$ cat src/rtl/ss_pkg.sv
package ss_pkg;

  typedef enum logic [2:0] {
    ST_OFF   = 3'd0,
    ST_DELAY = 3'd1,
    ST_RAMP1 = 3'd2,
    ST_HOLD  = 3'd3,
    ST_RAMP2 = 3'd4,
    ST_RUN   = 3'd5,
    ST_PARK  = 3'd6
  } ss_state_e;

  typedef enum logic [1:0] {
    RT_BOOT = 2'd0,
    RT_FAST = 2'd1,
    RT_SLOW = 2'd2
  } ss_rate_e;

  // Cycles per 5 mV step for a slew rate given in microvolts per microsecond.
  function automatic int unsigned step_cycles(input int unsigned clk_mhz,
                                              input int unsigned uv_per_us);
    int unsigned q;
    q = (clk_mhz * 5000) / uv_per_us;
    return (q == 0) ? 1 : q;
  endfunction

  // Millivolts to the nearest 5 mV code.
  function automatic int unsigned mv_to_code(input int unsigned mv);
    return (mv + 2) / 5;
  endfunction

  // Nanoseconds to clock cycles, never below one.
  function automatic int unsigned ns_to_cycles(input int unsigned clk_mhz,
                                               input int unsigned ns);
    longint unsigned q;
    q = (longint'(ns) * longint'(clk_mhz)) / 1000;
    return (q == 0) ? 1 : int'(q);
  endfunction

endpackage

$ cat src/rtl/ss_step_timer.sv
module ss_step_timer
  import ss_pkg::*;
#(
  parameter int unsigned CODE_W   = 9,
  parameter int unsigned CNT_W    = 10,
  parameter int unsigned FAST_CYC = 62,
  parameter int unsigned SLOW_CYC = 250,
  parameter int unsigned BOOT_CYC = 248,
  parameter int unsigned LOW_CODE = 50,
  parameter int unsigned LOW_MULT = 4
) (
  input  logic              clk_i,
  input  logic              rst_ni,
  input  logic              run_i,
  input  ss_rate_e          rate_i,
  input  logic [CODE_W-1:0] dac_i,
  output logic              step_o
);

  localparam int unsigned FAST_LOW = FAST_CYC * LOW_MULT;
  localparam int unsigned SLOW_LOW = SLOW_CYC * LOW_MULT;
  localparam int unsigned BOOT_LOW = BOOT_CYC * LOW_MULT;

  logic [CNT_W-1:0] cnt_q;
  logic [CNT_W-1:0] last;
  logic             low_seg;

  assign low_seg = (dac_i < CODE_W'(LOW_CODE));

  always_comb begin
    unique case (rate_i)
      RT_FAST: last = low_seg ? CNT_W'(FAST_LOW - 1) : CNT_W'(FAST_CYC - 1);
      RT_SLOW: last = low_seg ? CNT_W'(SLOW_LOW - 1) : CNT_W'(SLOW_CYC - 1);
      default: last = low_seg ? CNT_W'(BOOT_LOW - 1) : CNT_W'(BOOT_CYC - 1);
    endcase
  end

  assign step_o = run_i && (cnt_q >= last);

  always_ff @(posedge clk_i or negedge rst_ni) begin
    if (!rst_ni)     cnt_q <= '0;
    else if (!run_i) cnt_q <= '0;
    else if (step_o) cnt_q <= '0;
    else             cnt_q <= cnt_q + 1'b1;
  end

endmodule

$ cat src/rtl/ss_dac_ramp.sv
module ss_dac_ramp #(
  parameter int unsigned CODE_W = 9
) (
  input  logic              clk_i,
  input  logic              rst_ni,
  input  logic              clr_i,
  input  logic              step_i,
  input  logic [CODE_W-1:0] tgt_i,
  output logic [CODE_W-1:0] dac_o,
  output logic              at_tgt_o
);

  logic [CODE_W-1:0] dac_q;

  assign dac_o    = dac_q;
  assign at_tgt_o = (dac_q == tgt_i);

  always_ff @(posedge clk_i or negedge rst_ni) begin
    if (!rst_ni)                      dac_q <= '0;
    else if (clr_i)                   dac_q <= '0;
    else if (step_i && dac_q < tgt_i) dac_q <= dac_q + 1'b1;
    else if (step_i && dac_q > tgt_i) dac_q <= dac_q - 1'b1;
  end

endmodule

$ cat src/rtl/ss_seq_fsm.sv
module ss_seq_fsm
  import ss_pkg::*;
#(
  parameter int unsigned CODE_W    = 9,
  parameter int unsigned DELAY_CYC = 12500,
  parameter int unsigned HOLD_CYC  = 575000,
  parameter int unsigned MAX_CODE  = 400
) (
  input  logic              clk_i,
  input  logic              rst_ni,
  input  logic              abort_i,
  input  logic              vid_vld_i,
  input  logic [CODE_W-1:0] vid_code_i,
  input  logic              vid_slow_i,
  input  logic              keep_rdy_i,
  input  logic [CODE_W-1:0] boot_code_i,
  input  logic              at_tgt_i,
  output ss_state_e         st_o,
  output logic [CODE_W-1:0] tgt_o,
  output ss_rate_e          rate_o,
  output logic              clr_o,
  output logic              run_o,
  output logic              vid_bad_o
);

  localparam int unsigned DCNT_W = $clog2(DELAY_CYC + 1);
  localparam int unsigned HCNT_W = $clog2(HOLD_CYC + 1);
  localparam logic [DCNT_W-1:0] D_LAST = DCNT_W'(DELAY_CYC - 1);
  localparam logic [HCNT_W-1:0] H_LAST = HCNT_W'(HOLD_CYC - 1);

  ss_state_e         st_q, nxt;
  logic [CODE_W-1:0] tgt_q, tgt_d;
  ss_rate_e          rate_q, rate_d;
  logic              have_q, have_d;
  logic [DCNT_W-1:0] dcnt_q, dcnt_d;
  logic [HCNT_W-1:0] hcnt_q, hcnt_d;
  logic              vid_ok, vid_off, take;
  ss_rate_e          cmd_rate;

  assign vid_off   = vid_vld_i && (vid_code_i == '0);
  assign vid_bad_o = vid_vld_i && (vid_code_i > CODE_W'(MAX_CODE));
  assign vid_ok    = vid_vld_i && !vid_off && !vid_bad_o;
  assign cmd_rate  = vid_slow_i ? RT_SLOW : RT_FAST;

  always_comb begin
    nxt    = st_q;
    tgt_d  = tgt_q;
    rate_d = rate_q;
    have_d = have_q;
    dcnt_d = dcnt_q;
    hcnt_d = hcnt_q;
    take   = 1'b0;
    if (abort_i) begin
      nxt = ST_OFF;
    end else begin
      unique case (st_q)
        ST_OFF: begin
          nxt    = ST_DELAY;
          dcnt_d = '0;
          tgt_d  = boot_code_i;
          rate_d = RT_BOOT;
          have_d = 1'b0;
        end
        ST_DELAY: begin
          if (vid_off) nxt = ST_PARK;
          else begin
            take = vid_ok;
            if (dcnt_q == D_LAST) nxt = ST_RAMP1;
            else dcnt_d = dcnt_q + 1'b1;
          end
        end
        ST_RAMP1: begin
          if (vid_off) nxt = ST_PARK;
          else if (vid_ok) take = 1'b1;
          else if (at_tgt_i) begin
            nxt    = have_q ? ST_RUN : ST_HOLD;
            hcnt_d = '0;
          end
        end
        ST_HOLD: begin
          if (vid_off) nxt = ST_PARK;
          else begin
            take = vid_ok;
            if (hcnt_q != H_LAST) hcnt_d = hcnt_q + 1'b1;
            else if (have_q) nxt = ST_RAMP2;
          end
        end
        ST_RAMP2: begin
          if (vid_off) nxt = ST_PARK;
          else if (vid_ok) take = 1'b1;
          else if (at_tgt_i) nxt = ST_RUN;
        end
        ST_RUN: begin
          if (vid_ok) take = 1'b1;
          else if (vid_off) begin
            if (keep_rdy_i) begin
              tgt_d  = '0;
              rate_d = cmd_rate;
            end else begin
              nxt = ST_PARK;
            end
          end
        end
        ST_PARK: begin
          if (vid_ok) begin
            take = 1'b1;
            nxt  = ST_RAMP2;
          end
        end
        default: nxt = ST_OFF;
      endcase
      if (take) begin
        tgt_d  = vid_code_i;
        rate_d = cmd_rate;
        have_d = 1'b1;
      end
    end
  end

  always_ff @(posedge clk_i or negedge rst_ni) begin
    if (!rst_ni) begin
      st_q   <= ST_OFF;
      tgt_q  <= '0;
      rate_q <= RT_BOOT;
      have_q <= 1'b0;
      dcnt_q <= '0;
      hcnt_q <= '0;
    end else begin
      st_q   <= nxt;
      tgt_q  <= tgt_d;
      rate_q <= rate_d;
      have_q <= have_d;
      dcnt_q <= dcnt_d;
      hcnt_q <= hcnt_d;
    end
  end

  assign st_o   = st_q;
  assign tgt_o  = tgt_q;
  assign rate_o = rate_q;
  assign clr_o  = (nxt == ST_OFF) || (nxt == ST_PARK);
  assign run_o  = ((st_q == ST_RAMP1) || (st_q == ST_RAMP2) || (st_q == ST_RUN)) && !at_tgt_i;

endmodule

$ cat src/rtl/vid_softstart.sv
module vid_softstart
  import ss_pkg::*;
#(
  parameter int unsigned CODE_W     = 9,
  parameter int unsigned CLK_MHZ    = 125,
  parameter int unsigned FAST_UVUS  = 10000,
  parameter int unsigned SLOW_UVUS  = 2500,
  parameter int unsigned BOOT_DIV   = 4,
  parameter int unsigned LOW_MV     = 250,
  parameter int unsigned LOW_MULT   = 4,
  parameter int unsigned DELAY_NS   = 100000,
  parameter int unsigned HOLD_NS    = 4600000,
  parameter int unsigned MAX_CODE   = 400,
  parameter int unsigned OVP_FIX_MV = 2300,
  parameter int unsigned OVP_OFS_MV = 179
) (
  input  logic              clk_i,
  input  logic              rst_ni,
  input  logic              en_i,
  input  logic              por_i,
  input  logic              ocp_i,
  input  logic              ovp_flt_i,
  input  logic              vid_vld_i,
  input  logic [CODE_W-1:0] vid_code_i,
  input  logic              vid_slow_i,
  input  logic [7:0]        vr_cfg_i,
  input  logic [CODE_W-1:0] boot_code_i,
  output logic [CODE_W-1:0] dac_code_o,
  output logic              ready_o,
  output logic [CODE_W:0]   ovp_thr_o
);

  localparam int unsigned FAST_CYC  = step_cycles(CLK_MHZ, FAST_UVUS);
  localparam int unsigned SLOW_CYC  = step_cycles(CLK_MHZ, SLOW_UVUS);
  localparam int unsigned BOOT_CYC  = FAST_CYC * BOOT_DIV;
  localparam int unsigned LOW_CODE  = mv_to_code(LOW_MV);
  localparam int unsigned OVP_FIX   = mv_to_code(OVP_FIX_MV);
  localparam int unsigned OVP_OFS   = mv_to_code(OVP_OFS_MV);
  localparam int unsigned MAX_BASE  = (BOOT_CYC > SLOW_CYC) ? BOOT_CYC : SLOW_CYC;
  localparam int unsigned CNT_W     = $clog2(MAX_BASE * LOW_MULT + 1);
  localparam int unsigned DELAY_CYC = ns_to_cycles(CLK_MHZ, DELAY_NS);
  localparam int unsigned HOLD_CYC  = ns_to_cycles(CLK_MHZ, HOLD_NS);

  // Named internal events, also observed by the bound checker.
  ss_state_e         st_w;
  ss_rate_e          rate_w;
  logic [CODE_W-1:0] tgt_w;
  logic              step_w, clr_w, run_w, at_tgt_w, vid_bad_w, abort_w;
  logic              flt_lat_q;
  logic [CODE_W-1:0] dac_w;

  assign abort_w = !en_i || por_i || ocp_i || ovp_flt_i || flt_lat_q;

  always_ff @(posedge clk_i or negedge rst_ni) begin
    if (!rst_ni) flt_lat_q <= 1'b0;
    else         flt_lat_q <= (flt_lat_q || ocp_i || ovp_flt_i) && en_i && !por_i;
  end

  ss_seq_fsm #(
    .CODE_W   (CODE_W),
    .DELAY_CYC(DELAY_CYC),
    .HOLD_CYC (HOLD_CYC),
    .MAX_CODE (MAX_CODE)
  ) u_fsm (
    .clk_i      (clk_i),
    .rst_ni     (rst_ni),
    .abort_i    (abort_w),
    .vid_vld_i  (vid_vld_i),
    .vid_code_i (vid_code_i),
    .vid_slow_i (vid_slow_i),
    .keep_rdy_i (vr_cfg_i == 8'h01),
    .boot_code_i(boot_code_i),
    .at_tgt_i   (at_tgt_w),
    .st_o       (st_w),
    .tgt_o      (tgt_w),
    .rate_o     (rate_w),
    .clr_o      (clr_w),
    .run_o      (run_w),
    .vid_bad_o  (vid_bad_w)
  );

  ss_step_timer #(
    .CODE_W  (CODE_W),
    .CNT_W   (CNT_W),
    .FAST_CYC(FAST_CYC),
    .SLOW_CYC(SLOW_CYC),
    .BOOT_CYC(BOOT_CYC),
    .LOW_CODE(LOW_CODE),
    .LOW_MULT(LOW_MULT)
  ) u_tmr (
    .clk_i (clk_i),
    .rst_ni(rst_ni),
    .run_i (run_w),
    .rate_i(rate_w),
    .dac_i (dac_w),
    .step_o(step_w)
  );

  ss_dac_ramp #(
    .CODE_W(CODE_W)
  ) u_dac (
    .clk_i   (clk_i),
    .rst_ni  (rst_ni),
    .clr_i   (clr_w),
    .step_i  (step_w),
    .tgt_i   (tgt_w),
    .dac_o   (dac_w),
    .at_tgt_o(at_tgt_w)
  );

  assign dac_code_o = dac_w;
  assign ready_o    = (st_w == ST_RUN);
  assign ovp_thr_o  = ready_o ? ({1'b0, dac_w} + (CODE_W + 1)'(OVP_OFS))
                              : (CODE_W + 1)'(OVP_FIX);

endmodule

$ cat config.mk
export PLATFORM = sky130hd
export DESIGN_NAME = vid_softstart
export DESIGN_NICKNAME = d
export VERILOG_FILES = /design/src/rtl/ss_pkg.sv /design/src/rtl/ss_step_timer.sv /design/src/rtl/ss_dac_ramp.sv /design/src/rtl/ss_seq_fsm.sv /design/src/rtl/vid_softstart.sv
export SDC_FILE = /design/constraint.sdc
export NUM_CORES = 1
export LEC_CHECK = 0
export ABC_AREA = 1
export BUFFER_PORTS_ARGS = -buffer_cell sky130_fd_sc_hd__clkbuf_2
export CAP_MARGIN = 0
export CORE_MARGIN = 8
export CORE_UTILIZATION = 28
export DETAILED_ROUTE_END_ITERATION = 6
export HOLD_SLACK_MARGIN = 0.06
export PLACE_DENSITY = 0.44
export SETUP_SLACK_MARGIN = 0.1
export SLEW_MARGIN = 20
export SYNTH_ARGS = -nofsm -noshare
export SYNTH_HDL_FRONTEND = slang
export SYNTH_SLANG_ARGS = --single-unit
$ cat constraint.sdc
create_clock -name clk_i -period 4.86 [get_ports clk_i]
set_clock_uncertainty 0.2 [all_clocks]
set_input_delay 0 -clock clk_i [delete_from_list [all_inputs] [get_ports clk_i]]
set_output_delay 0 -clock clk_i [all_outputs]
set_load 0.005 [all_outputs]
[Word-level counts from Yosys, hierarchy flattened]
Cells that the tools add are included.
Storage, ports and cells
  bits in registers: 69
  bits of input ports: 34
  output and inout port bits: 20
  word-level logic and storage cells: 138
Operators by class
  $add $sub $neg: 6
  order comparisons: 5
  eq/ne operators: 23
  multiplexer cells: 55
  bitwise logic cells: 1
  reductions and logical operators: 39
Operators by type and width (number)
  two-way mux 20 bit: 5
  two-way mux 9 bit: 7
  two-way mux 3 bit: 17
  two-way mux 10 bit: 5
  one-hot mux 20 bit (2 select lines): 1
  two-way mux 14 bit: 2
  one-hot mux 14 bit (2 select lines): 1
  one-hot mux 3 bit (7 select lines): 1
  adder 20 x 1 -> 20 bit, second input constant: 1
  inequality test 20 bit, second input constant: 1
  one-hot mux 10 bit (2 select lines): 1
  one-hot mux 9 bit (2 select lines): 1
  adder 14 x 1 -> 14 bit, second input constant: 1
  == test 14 bit, second input constant: 1
  == test 3 bit, second input constant: 4
  adder 10 x 1 -> 10 bit, second input constant: 1
  adder 9 x 6 -> 10 bit, second input constant: 1
  >= comparator 10 bit: 1
  logical AND 1 bit: 10
  two-way mux 2 bit: 5
  inequality test 2 bit, second input constant: 5
  adder 9 x 1 -> 9 bit, second input constant: 1
  == test 9 bit: 1
  > comparator 9 bit: 1
  other kinds (28): 54

[Logic depth before layout (Yosys ltp)]
Gate-level depths: netlist (run 1).
  depth in word-level cells: 12
  mapped depth: 24

[By module]
From an unflattened synthesis (run 1), not the netlist that was laid out.
Second synthesis, totals
  cells, all modules: 774
  area, all modules: 5495.3 µm²
By module, submodules not included
  ss_seq_fsm: instances 1, cells an instance 474, area an instance 3328.2 µm², seq. area each 1226.2 µm²
  ss_dac_ramp: instances 1, cells an instance 137, area an instance 1046.0 µm², seq. area each 225.2 µm²
  ss_step_timer: instances 1, cells an instance 117, area an instance 837.1 µm², seq. area each 250.2 µm²
  vid_softstart: instances 1, cells an instance 46, area an instance 284.0 µm², seq. area each 25.0 µm²

[Worst setup path after synthesis (run 1)]
No wires, ideal clock.
  path kind: reg-to-reg
  from: register u_dac.dac_q[3], in the netlist u_dac.dac_o[3]
  to: register u_dac.dac_q[6], in the netlist u_dac.dac_o[6]
  setup time: 0.063 ns
  arrival time: 3.516 ns
  data required time: 4.597 ns
  setup slack: 1.081 ns
  stages on the path, launching flop included: 22
  path buffers: 0
  cells stage by stage: dfrtp_1 o311ai_0 nand4_1 inv_1 o21ai_0 ha_1 a21o_1 a21oi_1 nand3_1 nand2_4 inv_2 nand2_2 inv_2 fa_1 o21ai_0 a21oi_1 nor2_1 nor2_1 xor2_1 o21ai_1 nand2_1 inv_1
Between the ends
  cells in the longest elaborated chain, start to end: 9
Ends and longest elaborated chain
  start, declared: line ss_dac_ramp.sv:13  | logic [CODE_W-1:0] dac_q;
  start signal, assigned: line ss_dac_ramp.sv:21  | else if (step_i && dac_q < tgt_i) dac_q <= dac_q + 1'b1;
  start signal, assigned: line ss_dac_ramp.sv:22  | else if (step_i && dac_q > tgt_i) dac_q <= dac_q - 1'b1;
  branches (longest 9 deep; another with >= comparator 10 bit)
Parallel ways; which one is timed is not known. The select of a mux whose other input is x is not followed.
A chain may end at the register's enable or synchronous reset.

[Final worst setup path (run 1)]
Ends and elaborated chain as after synthesis.

==> flow_summary_export.csv, run 1 <==
group,metric,value,unit
detailed_routing,drc,0,
layout,drive_gt1_share,15.5,%
hold_path,hold-path-cell-count,7,
layout,num-fill-cells,2125,
detailed_routing,drt_first_iter_violations,302,
floorplan,ioPinCount,54,
critical_path,path_delay_family,"compound AO/OA/AOI/OAI gates",
synth,synth_top_area_cell,"dfrtp_1",
synth,synth_area_leaders,"dfrtp_1, nand2_1, ha_1",
detailed_routing,totalWireLength,15.8,mm
timing,setup_viol,0,
detailed_routing,vias_per_cell,4.70,
critical_path,path_cells,"o311ai_1 > nand4_1 > inv_1 > o21ai_0 > ha_1 > a21o_1 > a21oi_1 > nand3_1 > nand2_4 > inv_2 > nand2_2 > inv_2 > fa_1 > o21ai_1 > a21oi_1 > nor2_1 > nor2_1 > xor2_1 > o21ai_1 > nand2_1 > inv_1",
placed_design,io_buffer_count,53,
detailed_routing,ant_nets,0,
synth,synth.distinct_cells,50,
synth,ys_seq_area_share,31.2,%
timing,finalCritPeriodShare,86.5,%
synth,syn-num-nets,837,
layout,antennaDiodeCount,0,
synth,yosysWarnings,0,
critical_path,reg2reg_to,"u_dac.dac_o[6]$_DFFE_PN0P_",
clock_tree,clock_path_buffers,2,
critical_path,startpoint_type,"flop",
timing,setup-tns-final,0,ns
floorplan,die_h,157,µm
critical_path,timing.rr.start,"u_dac.dac_o[3]$_DFFE_PN0P_",
power,powerDensity,230,nW/µm²
critical_path,critical_path.max_stage_delay,0.48,ns
hold_path,worstHoldPathType,"in2reg",
clock_tree,clk-insertion-delay-late,0.35,ns
synth,syn_avg_cell_area,7.19,µm²
clock_tree,numCtsBuffers,9,
detailed_routing,wl_per_cell,14.2,µm
critical_path,crit_buf_inv,4,
timing,slew_violations,0,
layout,fin_util,34.0,%
status,status,"complete, no violations",
floorplan,die_w,157,µm
synth,synth_area,5540,µm²
synth,synth_flop_cell,"dfrtp_1",
power,ir_drop,179,µV
critical_path,worstPathArrival,4.29,ns
timing,rsz0062_at_grt,"no",
grt,grt_pass1_wl,26.7,mm
critical_path,crit_path_end_kind,"flop",
layout,area_growth,19.4,%
critical_path,crit_path_start,"u_dac.dac_o[3]$_DFFE_PN0P_",
clock_tree,htree_levels,3,
clock_tree,root_buffer,"clkbuf_16",
critical_path,worstPathMaxFanout,18,
timing,worst_pin_slew,1.03,ns
run,cap_violations,0,
critical_path,cp.required,4.95,ns
critical_path,worstSetupPathType,"reg2reg",
grt,grt_overflow,0,
critical_path,ff2ff_path_depth,21,
clock_tree,clock_sinks,69,
clock_tree,post_cts_buffers,0,
layout,fin_nets,913,
hold_path,min_from,"vid_vld_i",
detailed_routing,vias,5242,
clock_tree,cts_tree,"built",
synth,netlist.area_leader.share,31.2,%
grt,globalRouteTotalUtil,13.6,%
timing,timing.fmax,0.238,GHz
placed_design,routabilityCongestion,0.812,
timing,hold_violations,0,
placed_design,post-dp-hpwl,11.7,mm
placed_design,dpl_worst_slack,0.424,ns
clock_tree,path_clk_slew,0.06,ns
synth,synthArstFlopShare,100,%
timing,slew_headroom,31.2,%
synth,synth_seq_cells,69,
floorplan,die_area,24500,µm²
floorplan,std_cell_rows,51,
hold_path,whs_endpoint,"u_fsm.st_o[2]$_DFF_PN0_",
grt,antenna_found_initial,0,
timing,final.setup.worst_slack,0.656,ns
critical_path,slowest_stage,"dfrtp_1",
power,cellLeakagePower,3.25,nW
synth,synth_edf_count,0,
floorplan,start_util,28.5,%
critical_path,rrSetupSlack,0.66,ns
floorplan,core_area,19500,µm²
synth,netlist_instances,770,
detailed_routing,firstDrtPassIters,5,
grt,grt_start_max_net_pins,70,
timing,min_period,4.20,ns
grt,grt_pass1_vias,5120,
[cells in the final DEF (no fill, tap or decap), types with 9 or more instances in the layout]
cell type      synthesis  layout
a21oi_1               22      22
a31oi_1                9       9
clkbuf_16              0       9
clkbuf_2               1      52
dfrtp_1               69      69
dlygate4sd3_1          0      25
ha_1                  32      32
inv_1                 86      86
inv_2                 13      13
nand2_1              161     161
nand2_2               11      11
nand3_1               62      62
nand4_1               29      29
nor2_1                82      82
nor3_1                20      20
o21ai_0               39      38
o21ai_1               12      13
xor2_1                26      26
[how the worst max path moves through the flow]
stage,slack (ns),cells past startpoint,end
CTS,0.39,21,u_dac.dac_o[6]$_DFFE_PN0P_
detailed placement,0.42,21,u_dac.dac_o[6]$_DFFE_PN0P_
global placement,0.59,21,u_dac.dac_o[6]$_DFFE_PN0P_
global route,0.20,21,u_dac.dac_o[6]$_DFFE_PN0P_
floorplan,1.08,21,u_dac.dac_o[6]$_DFFE_PN0P_
finish,0.66,21,u_dac.dac_o[6]$_DFFE_PN0P_
[worst min-delay path, cell delays in order]
cell	delay, ns
clkbuf_2	0.13
inv_1	0.06
nor2_1	0.05
nand3_1	0.06
nand3_1	0.11
nand2_2	0.11
a21oi_4	0.06
[power by group]
part	switching (W)	internal [W]
clock	0.000269	0.000410
sequential	0.0000244	0.000607
combinational	0.000117	0.0000922
[per-stage QoR]
| stage | power [W] | hold WS [ns] | instances | area (µm²) |
|---|---|---|---|---|
| final | 0.00152 | 0.0754 | 1116 | 6610 |
| after global routing | 0.00161 | 0.101 | 1116 | 6610 |
| after floorplan | 0.000752 | -0.496 | 770 | 5540 |
| after global placement | 0.000820 | -0.0119 | 1075 | 6060 |
| after CTS | 0.00155 | 0.0723 | 1116 | 6610 |
| after detailed placement | 0.000820 | -0.0165 | 1075 | 6060 |
[repair_timing]
item,CTS,global route
resized for setup,0,2
endpoints found under the setup margin,0,2
hold buffers,25,0
hold endpoints to repair,83,0
[layout make-up]
type	count	area (µm²)	share of cell area (%)
clock inverters	6	61.3	0.927
clock buffers	10	239	3.61
multi-input cells	582	3320	50.2
well taps	265	332	5.01
repair buffers	84	563	8.51
flip-flops and latches	69	1730	26.1
inverters	100	375	5.68
[routing by layer]
| metal | vias up | part of all wire (%) | track usage [%] |
|---|---|---|---|
| met1 | 2422 | 49 | 18.5 |
| met2 | 98 | 45 | 21.6 |
| met5 | - | 0 | 0 |
| li1 | 2713 | - | - |
| met3 | 9 | 4.7 | 2.73 |
| met4 | 0 | 0.94 | 3.07 |
[synthesized netlist by cell type (12+ instances only)]
cell,n
nand2_1,161
inv_2,13
dfrtp_1,69
nor2_1,82
a21oi_1,22
o21ai_0,39
xor2_1,26
nor3_1,20
nand4_1,29
inv_1,86
o21ai_1,12
ha_1,32
nand3_1,62
[flip-flops by register name (all words and copies together) (netlist names)]
signal	count
u_fsm.rate_o	2
u_fsm.have_q	1
u_fsm.st_o	3
u_tmr.cnt_q	10
u_fsm.hcnt_q	20
flt_lat_q	1
u_dac.dac_o	9
u_fsm.dcnt_q	14
u_fsm.tgt_o	9
[kinds of logic after synthesis]
logic type	share of synthesized area, %
muxes	0.181
and+or+nand+nor	35.5
DFF	31.2
adders and majority gates	7.59
AOI/OAI and AO/OA	11.2
xor gates and xnor gates	5.38
buffers and inverters	8.92
No activity file was read; power rests on OpenSTA's default activity.
==> inputs of run 2 (changes only) <==
--- a/config.mk
+++ b/config.mk
@@ -9,10 +9,10 @@
 export BUFFER_PORTS_ARGS = -buffer_cell sky130_fd_sc_hd__clkbuf_2
 export CAP_MARGIN = 0
 export CORE_MARGIN = 8
-export CORE_UTILIZATION = 28
+export CORE_UTILIZATION = 61
 export DETAILED_ROUTE_END_ITERATION = 6
 export HOLD_SLACK_MARGIN = 0.06
-export PLACE_DENSITY = 0.44
+export PLACE_DENSITY = 0.82
 export SETUP_SLACK_MARGIN = 0.1
 export SLEW_MARGIN = 20
 export SYNTH_ARGS = -nofsm -noshare
==> flow_summary_export.csv, run 2 (synthesis gave the netlist of run 1 again) <==
group,metric,value,unit
grt,grt_pass1_wl,24.8,mm
timing,setup-tns-final,0,ns
timing,timing.fmax,0.233,GHz
grt,antenna_found_initial,0,
grt,globalRouteTotalUtil,23.7,%
critical_path,timing.rr.start,"u_dac.dac_o[1]$_DFFE_PN0P_",
placed_design,place_inst,915,
critical_path,worstPathArrival,4.35,ns
timing,setup_viol,0,
clock_tree,path_clk_slew,0.09,ns
placed_design,dpl_worst_slack,0.491,ns
clock_tree,clock_path_buffers,2,
clock_tree,root_buffer,"clkbuf_8",
critical_path,crit_path_end_kind,"flop",
status,status,"complete, no violations",
layout,layout_common_cells,"nand2_1, inv_1, nor2_1, dfrtp_1, nand3_1",
floorplan,start_util,63.2,%
placed_design,routabilityCongestion,0.942,
power,powerDensity,229,nW/µm²
hold_path,whs_endpoint,"u_fsm.have_q$_DFFE_PN0P_",
clock_tree,cts_tree,"built",
floorplan,die_h,111,µm
detailed_routing,wl_per_cell,15.3,µm
detailed_routing,vias,5510,
detailed_routing,drc,0,
grt,grt_start_max_net_pins,46,
run,cap_violations,0,
hold_path,worstHoldPathType,"in2reg",
timing,final.setup.worst_slack,0.569,ns
hold_path,hold-path-cell-count,5,
placed_design,io_buffer_count,53,
timing,finalCritPeriodShare,88.3,%
clock_tree,htree_levels,3,
detailed_routing,ant_nets,0,
critical_path,worstSetupPathType,"reg2reg",
floorplan,die_area,12400,µm²
detailed_routing,firstDrtPassIters,5,
hold_path,min_from,"vid_vld_i",
power,ir_drop,166,µV
detailed_routing,totalWireLength,14.7,mm
timing,hold_violations,0,
layout,drive_gt1_share,15.4,%
power,total_power,0.00146,W
grt,grt_pass1_vias,5159,
layout,reg_top3,"u_fsm.hcnt_q: 20 flops, u_fsm.dcnt_q: 14 flops, u_tmr.cnt_q: 10 flops",
critical_path,cp.required,4.92,ns
layout,num-fill-cells,712,
floorplan,ioPinCount,54,
clock_tree,numCtsBuffers,9,
timing,rsz0062_at_grt,"no",
detailed_routing,drt_first_iter_violations,515,
critical_path,worstPathMaxFanout,18,
placed_design,post-dp-hpwl,10.9,mm
layout,final_common_cell,"nand2_1",
critical_path,startpoint_type,"flop",
timing,slew_violations,0,
timing,worst_pin_slew,0.833,ns
critical_path,reg2reg_to,"u_dac.dac_o[6]$_DFFE_PN0P_",
layout,antennaDiodeCount,0,
clock_tree,clock_sinks,69,
layout,top_register,"u_fsm.hcnt_q",
layout,area_growth,15.5,%
floorplan,core_area,8760,µm²
clock_tree,clk-insertion-delay-late,0.35,ns
critical_path,ff2ff_path_depth,22,
grt,grt_overflow,0,
floorplan,std_cell_rows,34,
timing,min_period,4.29,ns
critical_path,rrSetupSlack,0.57,ns
layout,finalNonFillerCells,959,
floorplan,die_w,111,µm
layout,largest_reg_flops,20,
timing,slew_headroom,44.2,%
layout,fin_nets,913,
clock_tree,post_cts_buffers,0,
power,cellLeakagePower,3.23,nW
detailed_routing,vias_per_cell,5.75,
-- run 2: per-stage QoR --
step	hold slack, ns	utilization [%]	area, µm²
2_1_floorplan	-0.496	-	5540
3_3_place_gp	-0.139	66.7	5840
3_5_place_dp	-0.145	66.7	5840
4_1_cts	0.0832	72.9	6390
5_1_grt	0.146	73.0	6390
6_report	0.0999	73.0	6390
-- run 2: layout make-up --
type | instances | area, µm² | share of cell area, %
Multi-Input combinational cell | 582 | 3320 | 51.9
Sequential cell | 69 | 1730 | 27.0
Timing Repair Buffer | 84 | 578 | 9.04
Inverter | 100 | 375 | 5.87
Clock buffer | 11 | 151 | 2.37
Tap cell | 108 | 135 | 2.11
Clock inverter | 5 | 106 | 1.66
-- run 2: layer usage --
layer | track usage (%) | share of wire [%] | routed length [µm] | vias up
met5 | 0 | 0 | 0 | -
met4 | 6.84 | 1.8 | 266 | 0
met3 | 4.76 | 6.0 | 874 | 19
met2 | 37.6 | 46 | 6760 | 168
met1 | 31.7 | 46 | 6780 | 2603
li1 | - | - | - | 2720
-- run 2: how the worst max path moves through the flow --
stage	slack, ns	startpoint	to	cells after the start
3_3_place_gp	0.69	u_dac.dac_o[1]$_DFFE_PN0P_	u_dac.dac_o[6]$_DFFE_PN0P_	21
4_1_cts	0.45	u_dac.dac_o[1]$_DFFE_PN0P_	u_dac.dac_o[6]$_DFFE_PN0P_	21
6_report	0.57	u_dac.dac_o[1]$_DFFE_PN0P_	u_dac.dac_o[6]$_DFFE_PN0P_	22
3_5_place_dp	0.49	u_dac.dac_o[1]$_DFFE_PN0P_	u_dac.dac_o[6]$_DFFE_PN0P_	21
2_1_floorplan	1.08	u_dac.dac_o[3]$_DFFE_PN0P_	u_dac.dac_o[6]$_DFFE_PN0P_	21
5_1_grt	0.16	u_dac.dac_o[1]$_DFFE_PN0P_	u_dac.dac_o[6]$_DFFE_PN0P_	21
-- run 2: repair_timing --
action,4_1_cts,5_1_grt
hold buffers,28,0
endpoints found under the hold margin,38,0
setup endpoints to repair,0,2
gates resized for setup,0,2
-- run 2: power by group --
part,total [W],internal (W),switching [W],leakage (nW)
logic,0.000222,0.0000957,0.000126,2.20
registers,0.000628,0.000606,0.0000226,0.904
clock network,0.000611,0.000370,0.000241,0.126
-- run 2: critical path: stages, from the launching register on --
cell,delay [ns]
dfrtp_1,0.47
o311ai_0,0.36
nand4_1,0.23
inv_1,0.18
o21ai_0,0.17
ha_1,0.33
nand2_1,0.06
nor2_1,0.15
nand3b_1,0.12
nand3_1,0.18
nand2_4,0.15
inv_2,0.08
nand2_2,0.15
ha_1,0.39
a21oi_1,0.21
o21ai_2,0.11
a21oi_1,0.13
nor2_1,0.05
nor2_1,0.10
xor2_1,0.15
o21ai_1,0.08
nand2_1,0.07
inv_1,0.04
==> inputs of run 3 (changes only) <==
--- a/config.mk
+++ b/config.mk
@@ -5,14 +5,13 @@
 export SDC_FILE = /design/constraint.sdc
 export NUM_CORES = 1
 export LEC_CHECK = 0
-export ABC_AREA = 1
 export BUFFER_PORTS_ARGS = -buffer_cell sky130_fd_sc_hd__clkbuf_2
 export CAP_MARGIN = 0
 export CORE_MARGIN = 8
-export CORE_UTILIZATION = 61
+export CORE_UTILIZATION = 59
 export DETAILED_ROUTE_END_ITERATION = 6
 export HOLD_SLACK_MARGIN = 0.06
-export PLACE_DENSITY = 0.82
+export PLACE_DENSITY = 0.81
 export SETUP_SLACK_MARGIN = 0.1
 export SLEW_MARGIN = 20
 export SYNTH_ARGS = -nofsm -noshare
==> flow_summary_export.csv, run 3 <==
group,metric,value,unit
status,status,"complete, no violations",
floorplan,start_util,60.2,%
synth,synth_area,4610,µm²
synth,synth.distinct_cells,60,
grt,grt_overflow,0,
detailed_routing,vias,4284,
detailed_routing,wl_met2,5.90,mm
critical_path,worstSetupPathType,"reg2reg",
detailed_routing,wl_met1,5.13,mm
timing,min_period,4.59,ns
layout,antennaDiodeCount,0,
grt,grt_pass1_wl,20.1,mm
critical_path,crit_path_end_kind,"flop",
critical_path,slowest_stage,"dfrtp_1",
clock_tree,numCtsBuffers,9,
timing,setup-tns-final,0,ns
placed_design,post-dp-hpwl,8.30,mm
clock_tree,cts_tree,"built",
detailed_routing,totalWireLength,12.0,mm
grt,grt_start_max_net_pins,70,
power,powerDensity,230,nW/µm²
clock_tree,htree_levels,3,
critical_path,ff2ff_path_depth,19,
layout,fin_nets,686,
layout,reg_top3,"u_fsm.hcnt_q: 20 flops, u_fsm.dcnt_q: 14 flops, u_tmr.cnt_q: 10 flops",
detailed_routing,vias_per_cell,5.90,
timing,setup_viol,0,
layout,top_register,"u_fsm.hcnt_q",
critical_path,reg2reg_to,"u_dac.dac_o[7]$_DFFE_PN0P_",
timing,timing.fmax,0.218,GHz
synth,synth_commonest_cells,"dfrtp_1, nor2_1, nand2_1",
grt,grt_pass1_vias,4246,
grt,globalRouteTotalUtil,22.2,%
synth,ys_seq_area_share,37.5,%
detailed_routing,top_layer,"met4",
synth,synth_top_area_cell,"dfrtp_1",
synth,syn-num-nets,589,
layout,final_common_cell,"dfrtp_1",
synth,synth_flop_cell,"dfrtp_1",
synth,synthArstFlopShare,100,%
critical_path,path_cells,"o311a_1 > nor4_2 > buf_4 > a211oi_1 > ha_1 > a21o_1 > or3_1 > o2111ai_2 > nand2_2 > nand2_4 > buf_4 > ha_1 > and2_1 > a311o_1 > a21o_1 > a21oi_2 > xnor2_1 > mux2i_1 > nor3_1",
detailed_routing,drt_first_iter_violations,187,
power,cellLeakagePower,2.63,nW
clock_tree,root_buffer,"clkbuf_8",
critical_path,timing.rr.start,"u_dac.dac_o[3]$_DFFE_PN0P_",
synth,netlist_instances,522,
placed_design,routabilityCongestion,0.915,
hold_path,worstHoldPathType,"in2async",
floorplan,die_h,104,µm
clock_tree,clock_sinks,69,
critical_path,cp.required,4.93,ns
run,cap_violations,0,
detailed_routing,firstDrtPassIters,5,
critical_path,worstPathArrival,4.66,ns
floorplan,std_cell_rows,32,
floorplan,core_area,7650,µm²
detailed_routing,drc,0,
synth,netlist.area_leader.share,37.5,%
clock_tree,clock_path_buffers,2,
timing,finalCritPeriodShare,94.4,%
timing,whs,0.158,ns
timing,slew_violations,0,
synth,synth_area_leaders,"dfrtp_1, ha_1, xor2_1",
synth,yosysMostFrequentCell,"dfrtp_1",
detailed_routing,wl_met3,669,µm
timing,rsz0062_at_grt,"yes",
grt,antenna_found_initial,0,
clock_tree,path_clk_slew,0.09,ns
clock_tree,clk-insertion-delay-late,0.36,ns
timing,hold_violations,0,
timing,worst_pin_slew,0.904,ns
placed_design,io_buffer_count,53,
synth,synth_seq_cells,69,
timing,slew_headroom,39.8,%
floorplan,die_w,104,µm
critical_path,critical_path.max_stage_delay,0.42,ns
synth,yosysWarnings,0,
floorplan,ioPinCount,54,
floorplan,die_area,10900,µm²
synth,syn_avg_cell_area,8.82,µm²
detailed_routing,ant_nets,0,
power,ir_drop,200,µV
critical_path,worstPathMaxFanout,7,
layout,layout_common_cells,"dfrtp_1, nor2_1, clkbuf_2, nand2_1, ha_1",
layout,area_growth,22.4,%
detailed_routing,wl_per_cell,16.5,µm
synth,synth_edf_count,0,
layout,drive_gt1_share,16.8,%
layout,largest_reg_flops,20,
critical_path,rrSetupSlack,0.27,ns
critical_path,startpoint_type,"flop",
## run 3: cell types whose count changed after synthesis, sizes merged, moves of 8 or more
cell    change
o21ai      -22
buf        -10
nor2       -35
and3       +19
a211oi      +9
inv        -75
nand4      -18
nand2     -127
or3         +8
a31oi       -8
nand3      -40
## run 3: cells by family after synthesis
kind of cell               count (synthesis)  synth area share (%)
DFF                                       69                  37.5
and+or+nand+nor                          231                  26.0
adders and majority gates                 33                  9.13
muxes                                      7                  1.79
AOI/OAI and AO/OA                        102                  14.4
xor gates and xnor gates                  42                  7.99
buffers and inverters                     38                  3.21
## run 3: stage by stage
| step | std cells | util (%) | total power, W | setup slack, ns | area (µm²) |
|---|---|---|---|---|---|
| floorplan | 522 | - | 0.000662 | 0.180 | 4610 |
| global placement | 677 | 66.0 | 0.000702 | 0.430 | 5050 |
| detailed placement | 677 | 66.0 | 0.000707 | 0.207 | 5050 |
| CTS | 721 | 72.9 | 0.00130 | 0.160 | 5580 |
| global route | 726 | 73.7 | 0.00134 | 0.0197 | 5640 |
| finish | 726 | 73.7 | 0.00130 | 0.271 | 5640 |
## run 3: critical path: cells and delay by family, from the launching register on
kind,cells,cell delay (ns)
buf+inv,2,0.31
mux,1,0.09
simple gates,6,1.21
xor+xnor,1,0.13
fa+ha+maj,2,0.58
flops,1,0.42
compound gates,7,1.54
## run 3: worst max path at each step
stage / endpoint / from
2_1_floorplan: u_dac.dac_o[7]$_DFFE_PN0P_ / u_dac.dac_o[3]$_DFFE_PN0P_
3_3_place_gp: u_dac.dac_o[7]$_DFFE_PN0P_ / u_dac.dac_o[1]$_DFFE_PN0P_
3_5_place_dp: u_dac.dac_o[7]$_DFFE_PN0P_ / u_dac.dac_o[1]$_DFFE_PN0P_
4_1_cts: u_dac.dac_o[7]$_DFFE_PN0P_ / u_dac.dac_o[3]$_DFFE_PN0P_
5_1_grt: u_dac.dac_o[7]$_DFFE_PN0P_ / u_dac.dac_o[3]$_DFFE_PN0P_
6_report: u_dac.dac_o[7]$_DFFE_PN0P_ / u_dac.dac_o[3]$_DFFE_PN0P_
## run 3: area by class of cell
class,count,area (µm²)
clock inverters,6,110
clock buffers,10,138
inverters,25,93.8
flip-flops and latches,69,1730
repair buffers,99,681
well taps,102,128
fillers,550,2010
multi-input cells,415,2760
## run 3: repair_timing
item / in CTS / in global routing
endpoints found under the setup margin: 0 / 2
hold buffers: 28 / 0
setup buffers: 0 / 5
gates resized for setup: 0 / 6
endpoints found under the hold margin: 83 / 0
## run 3: routing by layer
layer  track usage (%)  up-vias
met5                 0        -
met4              10.9        0
met3              4.40       30
met2              37.6      134
met1              26.1     2051
li1                  -     2069
## run 3: where the power goes
part / total, W / switching (W) / internal [W]
clock: 0.000586 / 0.000232 / 0.000354
sequential: 0.000601 / 0.00000851 / 0.000592
combinational: 0.000110 / 0.0000630 / 0.0000471
